`src/rtl/pcc_pkg.sv`:
```
package pcc_pkg;

  typedef struct packed {
    logic heavy;
    logic all;
  } sysctl_t;

  function automatic logic bit_addr_ok(logic [7:0] idx, logic [7:0] pos,
                                       int unsigned nregs);
    return (32'(idx) < nregs) && (pos < 8'd32);
  endfunction

  function automatic logic stop_core(sysctl_t s);
    return s.all & s.heavy;
  endfunction

endpackage

```
`src/rtl/pcc_regbank.sv`:
```
module pcc_regbank
  import pcc_pkg::*;
#(
  parameter int NUM_REGS = 4,
  parameter int CRYPTO_IDX = 3,
  parameter logic [31:0] CRYPTO_MASK = 32'h0000_0006,
  parameter int CPU_DIV_W = 8,
  parameter int SLOW_DIV_W = 10,
  parameter int CPU_DIV_RST = 1,
  parameter int ADDR_W = 4
) (
  input  logic                      clk,
  input  logic                      rst_n,
  input  logic                      wr_en,
  input  logic [ADDR_W-1:0]         addr,
  input  logic [31:0]               wdata,
  output logic [31:0]               rdata,
  input  logic                      bit_req,
  input  logic [7:0]                bit_idx,
  input  logic [7:0]                bit_pos,
  input  logic                      bit_val,
  output logic                      bit_err,
  output logic [NUM_REGS*32-1:0]    slp_flat,
  output logic [CPU_DIV_W-1:0]      cpu_div,
  output logic [SLOW_DIV_W-1:0]     slow_div,
  output logic                      slow_wr,
  output sysctl_t                   sysctl
);
  localparam logic [ADDR_W-1:0] CPU_ADDR  = ADDR_W'(NUM_REGS);
  localparam logic [ADDR_W-1:0] SLOW_ADDR = ADDR_W'(NUM_REGS + 1);
  localparam logic [ADDR_W-1:0] SYS_ADDR  = ADDR_W'(NUM_REGS + 2);

  logic [NUM_REGS-1:0][31:0] slp_q;
  logic bit_ok;
  logic cpu_wr;

  assign bit_ok   = bit_req && bit_addr_ok(bit_idx, bit_pos, NUM_REGS);
  assign cpu_wr   = wr_en && (addr == CPU_ADDR);
  assign slow_wr  = wr_en && (addr == SLOW_ADDR);
  assign slp_flat = slp_q;

  always_ff @(posedge clk or negedge rst_n) begin
    if (!rst_n) begin
      for (int i = 0; i < NUM_REGS; i++)
        slp_q[i] <= (i == CRYPTO_IDX) ? CRYPTO_MASK : 32'h0;
      cpu_div  <= CPU_DIV_W'(CPU_DIV_RST);
      slow_div <= '0;
      sysctl   <= '0;
      bit_err  <= 1'b0;
    end else begin
      for (int i = 0; i < NUM_REGS; i++) begin
        if (wr_en && addr == ADDR_W'(i))
          slp_q[i] <= wdata;
        else if (bit_ok && 32'(bit_idx) == i)
          slp_q[i][bit_pos[4:0]] <= bit_val;
      end
      if (cpu_wr && wdata[CPU_DIV_W-1:0] != '0)
        cpu_div <= wdata[CPU_DIV_W-1:0];
      if (slow_wr)
        slow_div <= wdata[SLOW_DIV_W-1:0];
      if (wr_en && addr == SYS_ADDR)
        sysctl <= sysctl_t'(wdata[1:0]);
      bit_err <= bit_req && !bit_ok;
    end
  end

  always_comb begin
    rdata = 32'h0;
    for (int i = 0; i < NUM_REGS; i++)
      if (addr == ADDR_W'(i)) rdata = slp_q[i];
    if (addr == CPU_ADDR)  rdata = 32'(cpu_div);
    if (addr == SLOW_ADDR) rdata = 32'(slow_div);
    if (addr == SYS_ADDR)  rdata = {30'h0, sysctl};
  end

  // a rejected bit access leaves the bank untouched and flags it
  p_bank_hold_r4: assert property (@(posedge clk) disable iff (!rst_n)
    (bit_req && !bit_ok && !wr_en) |=> ($stable(slp_q) && bit_err));

  // the processor divider never holds zero
  p_cpu_div_nonzero_r6: assert property (@(posedge clk) disable iff (!rst_n)
    cpu_div != '0);

endmodule

```
`src/rtl/pcc_gate.sv`:
```
module pcc_gate #(
  parameter int NUM_PER = 128,
  parameter int SYNC_STAGES = 2
) (
  input  logic               clk,
  input  logic               rst_n,
  input  logic [NUM_PER-1:0] req_in,
  input  logic [NUM_PER-1:0] slp_en,
  input  logic               sleep_all,
  output logic [NUM_PER-1:0] clk_en
);
  logic [NUM_PER-1:0] sync_q [SYNC_STAGES];
  logic [NUM_PER-1:0] eligible;

  assign eligible = slp_en | {NUM_PER{sleep_all}};

  always_ff @(posedge clk or negedge rst_n) begin
    if (!rst_n) begin
      for (int s = 0; s < SYNC_STAGES; s++) sync_q[s] <= '1;
      clk_en <= '1;
    end else begin
      sync_q[0] <= req_in;
      for (int s = 1; s < SYNC_STAGES; s++) sync_q[s] <= sync_q[s-1];
      clk_en <= ~(eligible & ~sync_q[SYNC_STAGES-1]);
    end
  end

  // an enable only drops for a peripheral that was allowed to sleep
  p_gate_eligible_r5: assert property (@(posedge clk) disable iff (!rst_n)
    (~clk_en & ~($past(slp_en) | {NUM_PER{$past(sleep_all)}})) == '0);

endmodule

```
`src/rtl/pcc_cpu_div.sv`:
```
module pcc_cpu_div #(
  parameter int W = 8,
  parameter int RST_DIV = 1
) (
  input  logic         clk,
  input  logic         rst_n,
  input  logic [W-1:0] div_req,
  output logic         tick
);
  logic [W-1:0] cnt;
  logic [W-1:0] cur;

  assign tick = (cnt == cur - W'(1));

  always_ff @(posedge clk or negedge rst_n) begin
    if (!rst_n) begin
      cnt <= '0;
      cur <= W'(RST_DIV);
    end else if (tick) begin
      cnt <= '0;
      cur <= div_req;
    end else begin
      cnt <= cnt + W'(1);
    end
  end

  // the count stays inside the active period
  p_cnt_in_period_r6: assert property (@(posedge clk) disable iff (!rst_n)
    cnt < cur);

  // the active divider only changes at a period boundary
  p_switch_at_end_r7: assert property (@(posedge clk) disable iff (!rst_n)
    !$stable(cur) |-> $past(tick));

endmodule

```
`src/rtl/pcc_slow_div.sv`:
```
module pcc_slow_div #(
  parameter int W = 10
) (
  input  logic         clk,
  input  logic         rst_n,
  input  logic [W-1:0] div,
  input  logic         reload,
  output logic         tick
);
  logic [W:0] cnt;
  logic [W:0] period;

  assign period = {div, 1'b0};
  assign tick   = (div != '0) && (cnt == period - (W+1)'(1));

  always_ff @(posedge clk or negedge rst_n) begin
    if (!rst_n)                    cnt <= '0;
    else if (reload || div == '0)  cnt <= '0;
    else if (tick)                 cnt <= '0;
    else                           cnt <= cnt + (W+1)'(1);
  end

  // a rewrite restarts the count
  p_reload_r9: assert property (@(posedge clk) disable iff (!rst_n)
    reload |=> cnt == '0);

  // a stopped slow clock keeps its counter parked
  p_idle_when_off_r8: assert property (@(posedge clk) disable iff (!rst_n)
    (div == '0 && !$past(reload)) |-> cnt == '0);

endmodule

```
`src/rtl/periph_clk_ctrl.sv`:
```
module periph_clk_ctrl
  import pcc_pkg::*;
#(
  parameter int NUM_REGS = 4,
  parameter int CRYPTO_IDX = 3,
  parameter logic [31:0] CRYPTO_MASK = 32'h0000_0006,
  parameter int CPU_DIV_W = 8,
  parameter int SLOW_DIV_W = 10,
  parameter int CPU_DIV_RST = 1,
  parameter int SYNC_STAGES = 2,
  parameter int ADDR_W = 4,
  localparam int NUM_PER = NUM_REGS * 32
) (
  input  logic               clk,
  input  logic               rst_n,
  input  logic               reg_wr,
  input  logic [ADDR_W-1:0]  reg_addr,
  input  logic [31:0]        reg_wdata,
  output logic [31:0]        reg_rdata,
  input  logic               bit_req,
  input  logic [7:0]         bit_idx,
  input  logic [7:0]         bit_pos,
  input  logic               bit_val,
  output logic               bit_err,
  input  logic [NUM_PER-1:0] clk_req,
  output logic [NUM_PER-1:0] periph_clk_en,
  output logic               cpu_clk_en,
  output logic               bus_clk_en,
  output logic               slow_clk_en
);
  logic [NUM_PER-1:0]    slp_flat;
  logic [CPU_DIV_W-1:0]  cpu_div;
  logic [SLOW_DIV_W-1:0] slow_div;
  logic                  slow_wr;
  sysctl_t               sysctl;
  logic                  cpu_tick;
  logic                  bus_ph;
  logic                  core_stop;

  pcc_regbank #(
    .NUM_REGS(NUM_REGS), .CRYPTO_IDX(CRYPTO_IDX), .CRYPTO_MASK(CRYPTO_MASK),
    .CPU_DIV_W(CPU_DIV_W), .SLOW_DIV_W(SLOW_DIV_W),
    .CPU_DIV_RST(CPU_DIV_RST), .ADDR_W(ADDR_W)
  ) u_regs (
    .clk(clk), .rst_n(rst_n), .wr_en(reg_wr), .addr(reg_addr),
    .wdata(reg_wdata), .rdata(reg_rdata), .bit_req(bit_req),
    .bit_idx(bit_idx), .bit_pos(bit_pos), .bit_val(bit_val),
    .bit_err(bit_err), .slp_flat(slp_flat), .cpu_div(cpu_div),
    .slow_div(slow_div), .slow_wr(slow_wr), .sysctl(sysctl)
  );

  pcc_gate #(.NUM_PER(NUM_PER), .SYNC_STAGES(SYNC_STAGES)) u_gate (
    .clk(clk), .rst_n(rst_n), .req_in(clk_req), .slp_en(slp_flat),
    .sleep_all(sysctl.all), .clk_en(periph_clk_en)
  );

  pcc_cpu_div #(.W(CPU_DIV_W), .RST_DIV(CPU_DIV_RST)) u_cpu (
    .clk(clk), .rst_n(rst_n), .div_req(cpu_div), .tick(cpu_tick)
  );

  pcc_slow_div #(.W(SLOW_DIV_W)) u_slow (
    .clk(clk), .rst_n(rst_n), .div(slow_div), .reload(slow_wr),
    .tick(slow_clk_en)
  );

  always_ff @(posedge clk or negedge rst_n) begin
    if (!rst_n) bus_ph <= 1'b0;
    else        bus_ph <= ~bus_ph;
  end

  assign core_stop  = stop_core(sysctl);
  assign cpu_clk_en = cpu_tick & ~core_stop;
  assign bus_clk_en = bus_ph & ~core_stop;

  // bus enable never pulses on two consecutive cycles
  p_bus_alternate_r10: assert property (@(posedge clk) disable iff (!rst_n)
    bus_clk_en |=> !bus_clk_en);

endmodule

```
`config.mk`:
```
export PLATFORM = sky130hd
export DESIGN_NAME = periph_clk_ctrl
export DESIGN_NICKNAME = d
export VERILOG_FILES = /design/src/rtl/pcc_pkg.sv /design/src/rtl/pcc_regbank.sv /design/src/rtl/pcc_gate.sv /design/src/rtl/pcc_cpu_div.sv /design/src/rtl/pcc_slow_div.sv /design/src/rtl/periph_clk_ctrl.sv
export SDC_FILE = /design/constraint.sdc
export NUM_CORES = 1
export LEC_CHECK = 0
export BUFFER_PORTS_ARGS = -buffer_cell sky130_fd_sc_hd__buf_2
export CORE_UTILIZATION = 56
export DETAILED_ROUTE_END_ITERATION = 7
export PLACE_DENSITY = 0.82
export SLEW_MARGIN = 20
export SYNTH_ARGS = -nofsm -noshare
export SYNTH_HDL_FRONTEND = slang
export SYNTH_SLANG_ARGS = --single-unit
```
`constraint.sdc`:
```
create_clock -name clk -period 3.08 [get_ports clk]
set_input_delay 0.616 -clock clk [delete_from_list [all_inputs] [get_ports clk]]
set_output_delay 0.616 -clock clk [all_outputs]
set_load 0.01 [all_outputs]
```
## Yosys cells after proc, flatten, opt, wreduce, memory -nomap -nowiden

Index checks and enable logic that the tools add are counted.

| cells by class | value |
|---|---|
| add/sub/neg operators | 4 |
| order comparisons | 4 |
| equal/unequal tests | 11 |
| muxes and demuxes | 24 |
| bitwise operators | 9 |
| reduce and logical (&&, ||, !) cells | 28 |

Operators by type and width:

| cell | count |
|---|---|
| two-way mux 32 bit | 15 |
| NOT 128 bit | 2 |
| bitwise AND 128 bit | 1 |
| bitwise mux 32 bit | 4 |
| bitwise OR 128 bit | 1 |
| two-way mux 11 bit | 2 |
| logical AND 1 bit | 17 |
| equality test 8 x 2 -> 1 bit (second input constant) | 2 |
| equality test 4 x 3 -> 1 bit (second input constant) | 3 |
| adder 11 x 1 -> 11 bit (second input constant) | 1 |
| equality test 11 bit | 1 |
| subtractor 11 x 1 -> 11 bit (second input constant) | 1 |
| zero test 10 bit | 1 |
| nonzero test 10 bit | 1 |
| adder 8 x 1 -> 8 bit (second input constant) | 1 |
| equality test 4 x 2 -> 1 bit (second input constant) | 2 |
| equality test 8 x 1 -> 1 bit (second input constant) | 1 |
| equality test 8 bit | 1 |
| zero test 8 bit | 1 |
| less-than comparator 8 x 3 -> 1 bit (second input constant) | 1 |
| less-than comparator 8 x 6 -> 1 bit (second input constant) | 1 |
| two-way mux 8 bit | 1 |
| nonzero test 2 bit | 4 |
| nonzero test 8 bit | 1 |
| other kinds (11) | 14 |

| storage, ports and cells | value |
|---|---|
| register bits after elaboration | 561 |
| output and inout bits | 164 |
| word-level logic and storage cells | 96 |

## Longest topological paths before layout

Gate-level depths: netlist (run 1).

| logic depth | value |
|---|---|
| word-level depth | 8 |
| mapped depth | 10 |
| gate-level depth less buffers | 8 |

## Hierarchy

A second synthesis (run 1) with hierarchy kept.

| second synthesis, totals | value |
|---|---|
| cells, all modules | 1720 |
| area total of the unflattened synthesis | 21992.3 µm² |

Modules (own cells, without submodules):

| module | times used | cells an instance | area each (µm²) |
|---|---|---|---|
| pcc_gate | 1 | 526 | 11204.5 |
| pcc_regbank | 1 | 1007 | 8909.8 |
| pcc_slow_div | 1 | 105 | 933.4 |
| pcc_cpu_div | 1 | 78 | 893.4 |
| periph_clk_ctrl | 1 | 4 | 51.3 |

## Least setup slack after synthesis (run 1)

Ideal clock, no wire load.

| timing | value |
|---|---|
| path kind | input to output |
| start point | input port reg_addr[0] |
| end point | output port reg_rdata[2] |
| arrival time | 2.226 ns |
| data required time | 2.464 ns |
| setup slack | 0.238 ns |
| stages on the path | 6 |
| buffers on the path | 3 |
| cell sequence | clkbuf_1 -> buf_1 -> clkbuf_1 -> mux2_2 -> a22oi_1 -> nor2_1 |

| between the ends | value |
|---|---|
| cells in the longest elaborated chain, start to end | 8 |

RTL lines:

| item | RTL line | RTL |
|---|---|---|
| start: declaration | periph_clk_ctrl.sv:17 | `input logic [ADDR_W-1:0] reg_addr,` |
| zero test 4 bit | pcc_regbank.sv:70 | `if (addr == ADDR_W'(i)) rdata = slp_q[i];` |
| two-way mux 32 bit (4 in series) | pcc_regbank.sv:70 |  |
| two-way mux 32 bit | pcc_regbank.sv:71 | `if (addr == CPU_ADDR) rdata = 32'(cpu_div);` |
| two-way mux 32 bit | pcc_regbank.sv:72 | `if (addr == SLOW_ADDR) rdata = 32'(slow_div);` |
| two-way mux 32 bit (*) | pcc_regbank.sv:73 | `if (addr == SYS_ADDR) rdata = {30'h0, sysctl};` |
| end: declaration | periph_clk_ctrl.sv:19 | `output logic [31:0] reg_rdata,` |

Mark *: on every way between the ends. The rest lies on a longest branch, timed or not.

## Worst setup path after layout (run 1)

| timing | value |
|---|---|
| start point | register u_regs.slow_div[3] |
| end point | output port slow_clk_en |

| between the ends | value |
|---|---|
| cells in the longest elaborated chain, start to end | 3 |

RTL lines:

| item | RTL line | RTL |
|---|---|---|
| start: declaration | pcc_regbank.sv:25 | `output logic [SLOW_DIV_W-1:0] slow_div,` |
| start signal: assignment | pcc_regbank.sv:60 | `slow_div <= wdata[SLOW_DIV_W-1:0];` |
| subtractor 11 x 1 -> 11 bit | pcc_slow_div.sv:14 | `assign tick = (div != '0) && (cnt == period - (W+1)'(1));` |
| equality test 11 bit | pcc_slow_div.sv:14 |  |
| logical AND 1 bit (*) | pcc_slow_div.sv:14 |  |
| end: declaration | periph_clk_ctrl.sv:29 | `output logic slow_clk_en` |

Marks and branches as above.

==> flow_summary_export.csv, run 1 <==
group,metric,value,unit
timing,worst_slack,-0.174,ns
placed_design,pre_cts_ws,0.199,ns
floorplan,dieHeight,198,um
setup_path,endpoint_kind,"output port",
min_path,min_to,"u_gate.sync_q[223]",
timing,max_clock_freq,307,MHz
global_route,grt_max_degree,96,
synthesis,synth-seq-cells,561,
min_path,hold_depth,1,
clock_network,numClockSinks,561,
timing,tightest_slew,0.752,ns
route,totalWireLength,57.3,mm
setup_path,ff2ff_setup_slack,0.76,ns
clock_network,clk_latency,0.61,ns
setup_path,cp_max_fo,3,
power_and_ir_drop,total_power,18.5,mW
clock_network,cts_buffer_depth,3,
timing,maxSlewHeadroom,0.499,
floorplan,die_w,198,um
setup_path,crit_chain,"or4_4 > or4_4 > xnor2_2 > o22ai_2 > and3_4 > buf_6",
timing,grt_setup_unrepaired,"yes",
synthesis,async_flop_share,1.00,
timing,skew,0.0273,ns
global_route,gr-total-overflow,0,
route,vias,14915,
clock_network,cts_max_level,2,
layout,final_cell_area,26100,um2
synthesis,synth_nets,1857,
clock_network,cts_tree,"built",
setup_path,cpMostUsedCell,"or4_4",
setup_path,crit_required,2.46,ns
layout,final_core_util,0.692,
synthesis,syn_avg_cell_area,12.9,um2
route,drt_iter0_drc,1408,
route,ant_nets,0,
setup_path,critPathArrivalTime,2.64,ns
clock_network,numCtsBuffers,54,
floorplan,start_util,0.570,
setup_path,slowest_stage,"or4_4",
setup_path,rr_endpoint,"u_slow.cnt[10]",
synthesis,yosysWarnings,0,
timing,setup_viol_count_final,1,
synthesis,ys.flop_type,"dfstp_2",
setup_path,crit_type,"register to output port",
timing,finalHoldViolations,0,
clock_network,cts.clk_slew.worst_paths,0.07,ns
floorplan,num_io_pins,349,
timing,fin_crit,3.25,ns
power_and_ir_drop,power_density,710,nW/um2
placed_design,io_buffer_count,348,
synthesis,synth-edff-count,0,
global_route,grt_usage,0.297,
layout,fin_nets,2215,
global_route,antenna_found_initial,11,
setup_path,r2r-start,"u_regs.slow_div[3]",
min_path,hp-class,"input port to register",
layout,syn2layout_area_growth,21.4,%
global_route,grt_pass1_wl,87.3,mm
placed_design,postPlaceCellArea,24000,um2
setup_path,cp-start-kind,"register",
synthesis,ys_seq_area_frac,0.677,
status,violations,"setup timing",
placed_design,dp_hpwl,37.9,mm
power_and_ir_drop,leakagePower,11.9,nW
placed_design,gp_congestion,0.929,
timing,slew_viol_final,0,
min_path,hold_start,"clk_req[95]",
flow_run,drv_cap,0,
timing,post-route-period-util,1.06,
floorplan,dieArea,39100,um2
layout,drive_gt1_frac,0.468,
route,viasPerCell,5.77,
route,drc,0,
synthesis,synth_cells,1667,
synthesis,netlist_area,21500,um2
power_and_ir_drop,ir_drop,530,uV
synthesis,synth.distinct_cells,54,
setup_path,r2r_cells,6,
floorplan,core_area,37700,um2
timing,fin_hold_ws,0.0940,ns
setup_path,slowest_delay,0.53,ns
global_route,grt_pass1_vias,15204,
route,wl_per_cell,22.2,um
clock_network,cts-root-buf,"clkbuf_16",
floorplan,rows,71,
route,dr.pass1.iters,5,
status,status,"finished, violations left",
==> metal layers <==
layer,vias to the layer above,global-route usage,wire [um]
li1,6432,-,-
met3,151,0.0693,4680
met4,12,0.117,1940
met2,742,0.490,28500
met5,-,0,79
met1,7578,0.381,22100
==> placed cells by master, fill, tap and decap left out, types with 5 or more instances in the layout <==
cell type and n:
dfstp_2 388, buf_2 345, nand2_1 280, dfrtp_1 170, o21ai_0 135, mux2i_1 131
o21bai_1 128, clkbuf_16 57, nor2_1 53, buf_4 38, mux2_2 35, xnor2_1 22
a22o_1 20, a221o_1 20, nand3_1 17, inv_1 14, buf_12 14, xor2_1 13
clkbuf_8 12, a21oi_1 11, and2_1 11, a21oi_2 10, clkinv_2 10, a31oi_1 9
mux4_2 9, clkbuf_1 9, and3_1 7, a22oi_1 7, diode_2 6, nand3b_1 6
nor3_1 5, nor2b_1 5, nand2b_1 5
==> registers in the layout, summed over array words and instances, names as in the netlist <==
name and count:
u_cpu.cur 8, u_regs.slow_div 10, u_regs.slp_flat 128, u_regs.cpu_div 8
u_regs.bit_err 1, u_gate.sync_q 256, u_regs.sysctl 2, bus_ph 1
u_cpu.cnt 8, u_gate.clk_en 128, u_slow.cnt 11
==> synth_stat cells, drive strengths merged (21+ instances only) <==
cell type,instances,area (um2)
o21bai,128,961
clkbuf,90,338
o21ai,137,686
dfrtp,173,4330
mux2,35,394
dfstp,388,10200
xnor2,24,210
a21oi,21,143
nor2,53,199
nand2,280,1050
mux2i,131,1310
==> worst max-delay path, delay by kind of cell (launching register included) <==
family                    cells  cell delay, ns
AOI/OAI and AO/OA             1            0.14
buffers and inverters         1            0.10
and+or+nand+nor               3            1.20
DFF                           1            0.43
xor gates and xnor gates      1            0.15
==> what timing repair did <==
action / 4_1_cts / 5_1_grt
pin swaps: 1 / 3
resized for setup: 11 / 12
hold buffers: 1 / 0
endpoints found under the setup margin: 2 / 2
setup buffers: 3 / 2
endpoints found under the hold margin: 3 / 0
==> where the power goes <==
group | total (mW) | switching, mW | internal [mW]
sequential | 9.33 | 0.732 | 8.59
clock | 6.84 | 2.83 | 4.01
combinational | 2.34 | 1.34 | 1.00
==> cell type report <==
cell class	count	area [um2]
diodes	6	15.0
flip-flops and latches	561	14500
well taps	511	639
multi-input cells	994	6630
clock buffers	78	1630
fillers	2554	11600
inverters	14	52.6
repair buffers	400	2330
clock inverters	20	236
==> logic make-up after synthesis <==
logic type / count (synthesis) / share of synthesized area
flip-flops: 561 / 0.677
AND/OR/NAND/NOR: 426 / 0.0863
AO/OA/AOI/OAI: 351 / 0.110
multiplexers: 175 / 0.0889
buffers and inverters: 112 / 0.0206
XOR/XNOR: 37 / 0.0151
adder cells (fa/ha/maj): 5 / 0.00291
==> metrics by stage <==
stage                     setup TNS [ns]  std cells
after CTS                         -0.188       2576
after detailed placement               0       2474
after global placement                 0       2474
after global routing              -0.202       2582
after floorplan                        0       1667
final                             -0.174       2584
==> worst max path at each step <==
stage / from / to / slack [ns] / cells past startpoint
3_3_place_gp: reg_addr[0] / reg_rdata[1] / 0.33 / 8
4_1_cts: u_regs.slow_div[3] / slow_clk_en / -0.19 / 6
6_report: u_regs.slow_div[3] / slow_clk_en / -0.17 / 6
5_1_grt: u_regs.slow_div[3] / slow_clk_en / -0.20 / 6
2_1_floorplan: reg_addr[0] / reg_rdata[2] / 0.24 / 6
3_5_place_dp: reg_addr[0] / reg_rdata[1] / 0.20 / 8
No activity file was read; power rests on OpenSTA's default activity.
==> run 2: changes to the inputs <==
--- a/config.mk
+++ b/config.mk
@@ -12,4 +12,5 @@
 export SLEW_MARGIN = 20
 export SYNTH_ARGS = -nofsm -noshare
 export SYNTH_HDL_FRONTEND = slang
+export SYNTH_HIERARCHICAL = 1
 export SYNTH_SLANG_ARGS = --single-unit
==> flow_summary_export.csv, run 2 <==
group,metric,value,unit
status,status,"finished, violations left",
status,violations,"setup timing",
power_and_ir_drop,power_density,710,nW/um2
route,viasPerCell,6.15,
layout,final_cells,2625,
route,vias,16152,
clock_network,cts.clk_slew.worst_paths,0.07,ns
clock_network,cts_tree,"built",
power_and_ir_drop,swShare,0.272,
timing,slew_viol_final,0,
layout,fin_nets,2251,
floorplan,dieArea,40100,um2
timing,grt_setup_unrepaired,"yes",
floorplan,num_io_pins,349,
clock_network,cts_buffer_depth,3,
route,wl_per_cell,23.2,um
synthesis,ys_seq_area_frac,0.660,
flow_run,drv_cap,0,
setup_path,endpoint_kind,"output port",
timing,fin_hold_ws,0.0290,ns
timing,setup_viol_count_final,2,
synthesis,synth_most_common_cell,"dfstp_2",
route,totalWireLength,60.8,mm
route,dr.pass1.iters,7,
placed_design,gp_congestion,0.887,
setup_path,cp_max_fo,2,
power_and_ir_drop,internal_power,13.5,mW
power_and_ir_drop,p_switching,5.03,mW
synthesis,synth.area.top_cells,"dfstp_2, dfrtp_1, o21bai_1, a31oi_1, nor2_1",
timing,finalHoldViolations,0,
power_and_ir_drop,total_power,18.5,mW
global_route,grt_pass1_wl,94.3,mm
setup_path,critPathArrivalTime,2.58,ns
synthesis,synthTopCellsByCount,"dfstp_2, nor2_1, dfrtp_1",
synthesis,synth.distinct_cells,65,
clock_network,numClockSinks,561,
floorplan,rows,72,
power_and_ir_drop,pwr-share-seq,0.508,
clock_network,clk_latency,0.61,ns
timing,setup_tns,-0.219,ns
floorplan,core_area,38600,um2
power_and_ir_drop,leakagePower,10.8,nW
synthesis,synth_nets,1910,
floorplan,die_w,200,um
layout,largest_reg_flops,256,
synthesis,synth-seq-cells,561,
layout,layout_common_cells,"dfstp_2, buf_2, nor2_1, dfrtp_1, a31oi_1",
placed_design,dp_hpwl,39.1,mm
synthesis,async_flop_share,1.00,
placed_design,io_buffer_count,348,
setup_path,crit_required,2.46,ns
layout,multi_input_area,6750,um2
clock_network,cts-root-buf,"clkbuf_16",
route,drc,0,
timing,worst_slack,-0.119,ns
placed_design,place_inst,2518,
synthesis,syn_avg_cell_area,12.8,um2
layout,drive_gt1_frac,0.459,
setup_path,cp-start-kind,"register",
layout,ff_latch_area,14500,um2
global_route,grt_pass1_vias,16481,
global_route,grt_max_degree,125,
synthesis,netlist_area,22000,um2
power_and_ir_drop,clock_power_share,0.354,
layout,final_common_cell,"dfstp_2",
timing,tightest_slew,0.831,ns
layout,top_register,"u_gate/sync_q",
timing,skew,0.0262,ns
layout,final_core_util,0.675,
synthesis,synth_cells,1720,
min_path,hp-class,"input port to async pin",
floorplan,dieHeight,200,um
route,drt_iter0_drc,2044,
floorplan,start_util,0.569,
power_and_ir_drop,pwr-share-comb,0.137,
timing,max_clock_freq,313,MHz
synthesis,yosysWarnings,6,
placed_design,pre_cts_ws,0.250,ns
clock_network,hold_buffers,0,
layout,fill_cells,2589,
global_route,antenna_found_initial,7,
timing,post-route-period-util,1.04,
synthesis,ys.flop_type,"dfstp_2",
synthesis,yosys.area.top_type,"dfstp_2",
timing,fin_crit,3.20,ns
synthesis,yosys.area.top_type_share,0.464,
setup_path,crit_type,"register to output port",
global_route,gr-total-overflow,0,
layout,final_cell_area,26100,um2
synthesis,synth-edff-count,0,
layout,syn2layout_area_growth,18.5,%
global_route,grt_usage,0.306,
route,ant_nets,0,
clock_network,numCtsBuffers,53,
clock_network,cts_max_level,2,
power_and_ir_drop,ir_drop,591,uV
placed_design,postPlaceCellArea,24200,um2
timing,maxSlewHeadroom,0.446,
[run 2: cell types whose count changed after synthesis, moves of 45 or more]
cell,delta
nand2_1,-219
mux2i_1,-129
a31oi_1,+124
nor2_1,+132
nand3_1,+93
clkbuf_1,-45
[run 2: repair_timing]
item | in CTS | in global routing
setup endpoints to repair | 2 | 2
pin swaps | 7 | 3
buffers inserted | 6 | 0
gates resized for setup | 11 | 5
[run 2: cell type report]
type,count,area share
Antenna cell,3,0.000288
Clock inverter,22,0.00729
Sequential cell,561,0.557
Clock buffer,76,0.0605
Timing Repair Buffer,397,0.0896
Multi-Input combinational cell,1039,0.259
Inverter,9,0.00130
Tap cell,518,0.0249
[run 2: power by group through the flow]
stage	Clock (mW)	Combinational [mW]	Sequential, mW
floorplan	0	1.43	9.26
global placement	0	2.35	9.46
detailed placement	0	2.46	9.48
CTS	6.63	2.52	9.39
global route	6.93	2.77	9.49
finish	6.55	2.54	9.41
[run 2: cells by family (layout without fill, tap and decap cells)]
logic type / count (synthesis) / after routing / share of synthesized area
flip-flops: 561 / 561 / 0.660
AND/OR/NAND/NOR: 466 / 466 / 0.104
other: 0 / 3 / 0
buffers and inverters: 120 / 504 / 0.0364
AO/OA/AOI/OAI: 471 / 471 / 0.138
adder cells (fa/ha/maj): 5 / 5 / 0.00284
XOR/XNOR: 42 / 42 / 0.0171
multiplexers: 55 / 55 / 0.0415
[run 2: path summary, 6_finish.rpt]
| kind | startpoint | end | slack (ns) | cells after the start |
|---|---|---|---|---|
| max in group asynchronous | rst_n | u_gate/sync_q[225] | 2.10 | 3 |
| worst max-delay path | u_cpu/cur[0] | cpu_clk_en | -0.12 | 8 |
| worst min register to register | u_gate/sync_q[160] | u_gate/sync_q[32] | 0.35 | 0 |
| worst min-delay path | rst_n | u_regs/cpu_div[6] | 0.03 | 1 |
| worst max register to register | u_cpu/cur[0] | u_cpu/cur[1] | 0.58 | 9 |
| min in group clk | clk_req[50] | u_gate/sync_q[178] | 0.10 | 1 |
[run 2: worst max-delay path: stages (launching register included)]
cell	delay, ns
dfstp_2	0.55
inv_2	0.05
ha_4	0.16
nor4b_4	0.20
a31oi_1	0.06
or3b_4	0.40
a211oi_4	0.25
a21boi_2	0.19
buf_2	0.14
[run 2: per-layer routing]
| metal | up-vias | routed length (um) | global-route usage |
|---|---|---|---|
| met1 | 8023 | 22200 | 0.389 |
| li1 | 6774 | - | - |
| met5 | - | 40 | 0 |
| met2 | 1112 | 30100 | 0.510 |
| met4 | 8 | 2570 | 0.134 |
| met3 | 235 | 5870 | 0.0626 |
